## src/rtl/gain_norm_pkg.sv

```systemverilog
package gain_norm_pkg;

  localparam int unsigned GAIN_W = 8;
  localparam logic [7:0]  GAIN_RESET = 8'h09;

  typedef struct packed {
    logic [1:0] coarse;
    logic [3:0] fine;
  } gain_t;

  function automatic gain_t gain_from_word(input logic [GAIN_W-1:0] w);
    gain_t g;
    g.coarse = w[5:4];
    g.fine   = w[3:0];
    return g;
  endfunction

  // coarse value 3 behaves as 2
  function automatic logic [1:0] coarse_clamp(input logic [1:0] c);
    return (c == 2'd3) ? 2'd2 : c;
  endfunction

  // 3 + fine + 12*coarse, built from shifts
  function automatic logic [5:0] shift_of(input gain_t g);
    logic [5:0] c6;
    c6 = {4'b0000, coarse_clamp(g.coarse)};
    return 6'd3 + {2'b00, g.fine} + (c6 << 3) + (c6 << 2);
  endfunction

endpackage

```

## src/rtl/gain_norm_cfg.sv

```systemverilog
module gain_norm_cfg
  import gain_norm_pkg::*;
(
  input  logic                 clk,
  input  logic                 rst_n,
  input  logic                 in_valid,
  input  logic                 gain_wr,
  input  logic [GAIN_W-1:0]    gain_wr_data,
  input  logic                 gain_defer,
  input  logic                 sync_in,
  output gain_t                eff_gain
);

  gain_t active_q, pending_q;
  logic  armed_q;
  gain_t wr_gain;
  logic  apply_pending;

  assign wr_gain       = gain_from_word(gain_wr_data);
  assign apply_pending = gain_defer && armed_q && in_valid;
  assign eff_gain      = (gain_defer && armed_q) ? pending_q : active_q;

  always_ff @(posedge clk) begin
    if (!rst_n) begin
      active_q  <= gain_from_word(GAIN_RESET);
      pending_q <= gain_from_word(GAIN_RESET);
      armed_q   <= 1'b0;
    end else begin
      if (gain_wr) pending_q <= wr_gain;
      if (gain_wr && !gain_defer) active_q <= wr_gain;
      else if (apply_pending)     active_q <= pending_q;
      armed_q <= gain_defer && (sync_in || (armed_q && !in_valid));
    end
  end


  imm_write_chk: assert property (@(posedge clk) disable iff (!rst_n)
    (gain_wr && !gain_defer) |=> (active_q == $past(gain_wr_data[5:0])));


  defer_hold_chk: assert property (@(posedge clk) disable iff (!rst_n)
    (gain_defer && !apply_pending) |=> $stable(active_q));


  sync_arm_chk: assert property (@(posedge clk) disable iff (!rst_n)
    (gain_defer && sync_in) |=> armed_q);

endmodule

```

## src/rtl/gain_norm_shifter.sv

```systemverilog
module gain_norm_shifter #(
  parameter int unsigned IN_W  = 60,
  parameter int unsigned OUT_W = 16
) (
  input  logic                    clk,
  input  logic                    rst_n,
  input  logic                    in_valid,
  input  logic signed [IN_W-1:0]  in_sample,
  input  logic [5:0]              shift_amt,
  output logic                    out_valid,
  output logic [OUT_W-1:0]        out_sample
);

  localparam int unsigned SUM_W = IN_W + 1;

  logic signed [SUM_W-1:0] widened;
  logic signed [SUM_W-1:0] half_lsb;
  logic signed [SUM_W-1:0] biased;
  logic signed [SUM_W-1:0] shifted;

  assign widened  = {in_sample[IN_W-1], in_sample};
  assign half_lsb = $signed({{(SUM_W-1){1'b0}}, 1'b1} << (shift_amt - 6'd1));
  assign biased   = widened + half_lsb;
  assign shifted  = biased >>> shift_amt;

  always_ff @(posedge clk) begin
    if (!rst_n) begin
      out_valid  <= 1'b0;
      out_sample <= '0;
    end else begin
      out_valid <= in_valid;
      if (in_valid) out_sample <= shifted[OUT_W-1:0];
    end
  end


  shift_range_chk: assert property (@(posedge clk) disable iff (!rst_n)
    in_valid |-> (shift_amt >= 6'd3 && shift_amt <= 6'd42));


  valid_lat_chk: assert property (@(posedge clk) disable iff (!rst_n)
    in_valid |=> out_valid);


  idle_chk: assert property (@(posedge clk) disable iff (!rst_n)
    !in_valid |=> (!out_valid && $stable(out_sample)));

endmodule

```

## src/rtl/gain_norm_top.sv

```systemverilog
module gain_norm_top
  import gain_norm_pkg::*;
#(
  parameter int unsigned IN_W  = 60,
  parameter int unsigned OUT_W = 16
) (
  input  logic                    clk,
  input  logic                    rst_n,
  input  logic                    in_valid,
  input  logic signed [IN_W-1:0]  in_sample,
  input  logic                    gain_wr,
  input  logic [7:0]              gain_wr_data,
  input  logic                    gain_defer,
  input  logic                    sync_in,
  output logic                    out_valid,
  output logic [OUT_W-1:0]        out_sample
);

  gain_t      eff_gain;
  logic [5:0] shift_amt;

  gain_norm_cfg u_cfg (
    .clk          (clk),
    .rst_n        (rst_n),
    .in_valid     (in_valid),
    .gain_wr      (gain_wr),
    .gain_wr_data (gain_wr_data),
    .gain_defer   (gain_defer),
    .sync_in      (sync_in),
    .eff_gain     (eff_gain)
  );

  assign shift_amt = shift_of(eff_gain);

  gain_norm_shifter #(.IN_W(IN_W), .OUT_W(OUT_W)) u_shift (
    .clk        (clk),
    .rst_n      (rst_n),
    .in_valid   (in_valid),
    .in_sample  (in_sample),
    .shift_amt  (shift_amt),
    .out_valid  (out_valid),
    .out_sample (out_sample)
  );


  reset_state_chk: assert property (@(posedge clk)
    !rst_n |=> (!out_valid && out_sample == '0));

endmodule

```

## config.mk

```make
export PLATFORM = sky130hd
export DESIGN_NAME = gain_norm_top
export DESIGN_NICKNAME = d
export VERILOG_FILES = /design/src/rtl/gain_norm_pkg.sv /design/src/rtl/gain_norm_cfg.sv /design/src/rtl/gain_norm_shifter.sv /design/src/rtl/gain_norm_top.sv
export SDC_FILE = /design/constraint.sdc
export NUM_CORES = 1
export LEC_CHECK = 0
export ABC_AREA = 1
export BUFFER_PORTS_ARGS = -buffer_cell sky130_fd_sc_hd__buf_2
export CAP_MARGIN = 25
export CORE_AREA = 2 2 167 169
export CTS_BUF_LIST = sky130_fd_sc_hd__clkbuf_8
export DETAILED_ROUTE_END_ITERATION = 10
export DIE_AREA = 0 0 169 171
export HOLD_SLACK_MARGIN = 0.02
export SYNTH_ARGS = -nofsm -noshare
export SYNTH_HDL_FRONTEND = slang
export SYNTH_SLANG_ARGS = --single-unit
export TNS_END_PERCENT = 10
```

## constraint.sdc

```tcl
create_clock -name clk -period 9.13 [get_ports clk]
set_input_delay 1.826 -clock clk [delete_from_list [all_inputs] [get_ports clk]]
set_output_delay 1.826 -clock clk [all_outputs]
set_load 0.05 [all_outputs]
```

==> impl_metrics.yaml <==
run_status:
  status: "completed"
setup_path:
  r2r-end: "u_shift.out_sample[9]"
  startpoint_type: "input pin"
  required_ps: 9330
  worstSetupPathType: "in2reg"
  cp.arrival_ps: 8460
  path_common_cell: "nand2_1"
  crit_start: "gain_defer"
  r2r_cells: 39
  crit_path_end_kind: "register"
  r2r_start: "u_cfg.armed_q"
  r2r_slack_ps: 2180
  crit_end: "u_shift.out_sample[9]"
  cp_slowest_cell: "fa_1"
  cp_slowest_stage_delay_ps: 500
  crit_path_max_fanout: 26
pwr:
  pwr-share-seq_pct: 9.7
  power.density_mw_per_mm2: 151
  swShare_pct: 62.6
  comb_power_share_pct: 83.7
  p_sw_mw: 1.08
  leakage_nw: 6.47
  total_power_mw: 1.72
  intPower_mw: 0.643
  ir_worst_vdd_uv: 132
  clock_power_share_pct: 6.6
synth:
  synth_cell_types: 42
  synth_simple_gate_area_share_pct: 61.5
  avgSynthCellArea_sq_um: 5.02
  syn-cell-area_sq_mm: 0.0106
  synth_top_family_by_area: "simple AND/OR/NAND/NOR gates"
  async_reset_ff_share_pct: 0
  yosys_warnings: 0
  synth_nets: 2263
  synth_xor_area_share_pct: 1.22
  synth-edff-count: 0
  synth_mux_area_share_pct: 0.283
  synthAdderAreaFrac_pct: 8.69
  postSynthCellCount: 2117
  synth_compound_area_share_pct: 8.73
  ys_seq_elements: 30
  ys.flop_type: "dfxtp_1"
  ys_seq_area_share_pct: 5.65
finish:
  num_antenna_cells: 0
  fin_cells: 2498
  drive_above_1_share_pct: 8.78
  filler_cell_count: 3266
  seqCellArea_sq_um: 601
  final_core_util_pct: 41.6
  multi_input_area_sq_mm: 0.00856
  fin_nets: 2297
  syn2layout_area_growth_pct: 7.06
cts:
  post_cts_resized: 0
  tritoncts: "built"
  clkTransAtPathRegs_ps: 70
  clk_path_buf_depth: 2
  clk_latency_ps: 280
  clock-sinks: 30
  h-tree-depth: 2
  root_buffer: "clkbuf_8"
  hold_buffers: 0
  post_cts_buffers: 0
  cts_made_buffers: 5
timing:
  rsz0062_at_grt: "no"
  min_period_ps: 8260
  post-route-period-util_pct: 90.4
  clock_skew_ps: 6.61
  setup_viol_count_final: 0
  final-hold-violation-count: 0
  clock.fmax_ghz: 0.121
  tightestPinTransition_ps: 934
  slew_headroom_pct: 37.7
  setup_tns_ps: 0
  final_max_slew_viol_count: 0
route:
  first_pass_iters: 5
  routed_wl_um: 42500
  wl_per_cell_um: 17.0
  dr.first_iter.drc_count: 1321
  postRouteAntennaNets: 0
  route.detailed.drc: 0
  viasPerCell: 5.46
  vias: 13600
min_path:
  hp-class: "reg2reg"
flow_run:
  drv_cap: 0
die:
  rows: 61
  fp.dieArea_sq_mm: 0.0289
  pin_count: 91
  core-area_sq_mm: 0.0273
  die_h_um: 171
  die_w_um: 169
  start_util_pct: 38.9
grt:
  met3_usage_pct: 3.01
  overflow: 0
  antenna_found_initial: 0
  top_usage_layer: "met2"
  grt_pass1_vias: 12800
  grt_max_degree: 69
  grt_usage_pct: 29.1
  grtUsageMet1_pct: 38.3
  use_met2_pct: 50.9
  grt_pass1_wl_um: 66100
placement:
  io_buffers: 88
  place_congestion: 0.987
  dp_hpwl_um: 36300
  dp.cells: 2489
## kinds of logic after synthesis
logic type	Yosys count
mux	3
compound gates	169
fa+ha+maj	72
flops	30
xor+xnor	14
buf+inv	374
simple gates	1455
## cells in the final DEF (no fill, tap or decap), types with 13 or more instances in the layout
cell,synthesis,layout
nor2_1,159,159
nand2_1,665,665
nand3b_1,22,22
nand3_2,20,20
nand3_1,505,505
o21ai_0,33,33
nand4_1,13,13
a21oi_1,94,94
buf_4,6,14
buf_2,35,88
nand2_2,24,24
dfxtp_1,30,30
nor3_1,17,17
inv_1,290,289
o211ai_1,14,14
ha_1,69,68
a31oi_1,16,16
## power by group through the flow
stage | Combinational [mW] | Sequential (mW) | Clock (mW)
after floorplan | 1.01 | 0.240 | 0
after global placement | 1.41 | 0.170 | 0
after detailed placement | 1.41 | 0.170 | 0
after CTS | 1.42 | 0.168 | 0.115
after global routing | 1.59 | 0.170 | 0.121
final | 1.44 | 0.167 | 0.114
## sequential cells by signal (all words and copies together) (netlist names)
| signal | flops |
|---|---|
| u_cfg.active_q | 6 |
| u_cfg.armed_q | 1 |
| u_shift.out_sample | 16 |
| u_cfg.pending_q | 6 |
| u_shift.out_valid | 1 |
## synth_stat cells (20+ instances only)
cell type	n	area, sq um
ha_1	69	863
nand3_2	20	200
buf_1	21	78.8
buf_2	35	175
inv_1	290	1090
nand3_1	505	2530
o21ai_0	33	165
a21oi_1	94	470
nor2_1	159	597
nand2_1	665	2500
nand2_2	24	150
dfxtp_1	30	601
nand3b_1	22	165
## through the flow
step / cell area (sq um) / worst slack, ps / hold slack [ps]
after floorplan: 10600 / 2230 / 450
after global placement: 11300 / 798 / 455
after detailed placement: 11300 / 736 / 458
after CTS: 11400 / 1000 / 468
after global routing: 11400 / 298 / 483
final: 11400 / 873 / 464
## worst min path at each step
stage	startpoint	end	slack (ps)	cells after the start
5_1_grt	u_shift.out_sample[6]	u_shift.out_sample[6]	480	2
4_1_cts	u_shift.out_sample[8]	u_shift.out_sample[8]	470	2
6_report	u_shift.out_sample[8]	u_shift.out_sample[8]	460	2
3_3_place_gp	u_shift.out_sample[2]	u_shift.out_sample[2]	450	2
3_5_place_dp	u_shift.out_sample[8]	u_shift.out_sample[8]	460	2
2_1_floorplan	u_cfg.pending_q[3]	u_cfg.pending_q[3]	450	2
## cell type report
type | count | share of cell area (%)
clock buffers | 6 | 0.726
inverters | 298 | 9.85
well taps | 346 | 3.80
repair buffers | 103 | 4.97
flip-flops and latches | 30 | 5.28
multi-input cells | 1713 | 75.3
clock inverters | 2 | 0.110
## routing by layer
layer,up-vias,wire [um]
met3,62,2580
met4,0,1260
met5,-,0
met1,6142,19100
met2,465,19500
li1,6964,-
## worst max-delay path: cells and delay by family
family,cells,cell delay [ps]
buf+inv,8,1170
fa+ha+maj,3,1250
compound gates,6,1270
simple gates,23,2910
No activity file was read; power rests on OpenSTA's default activity.
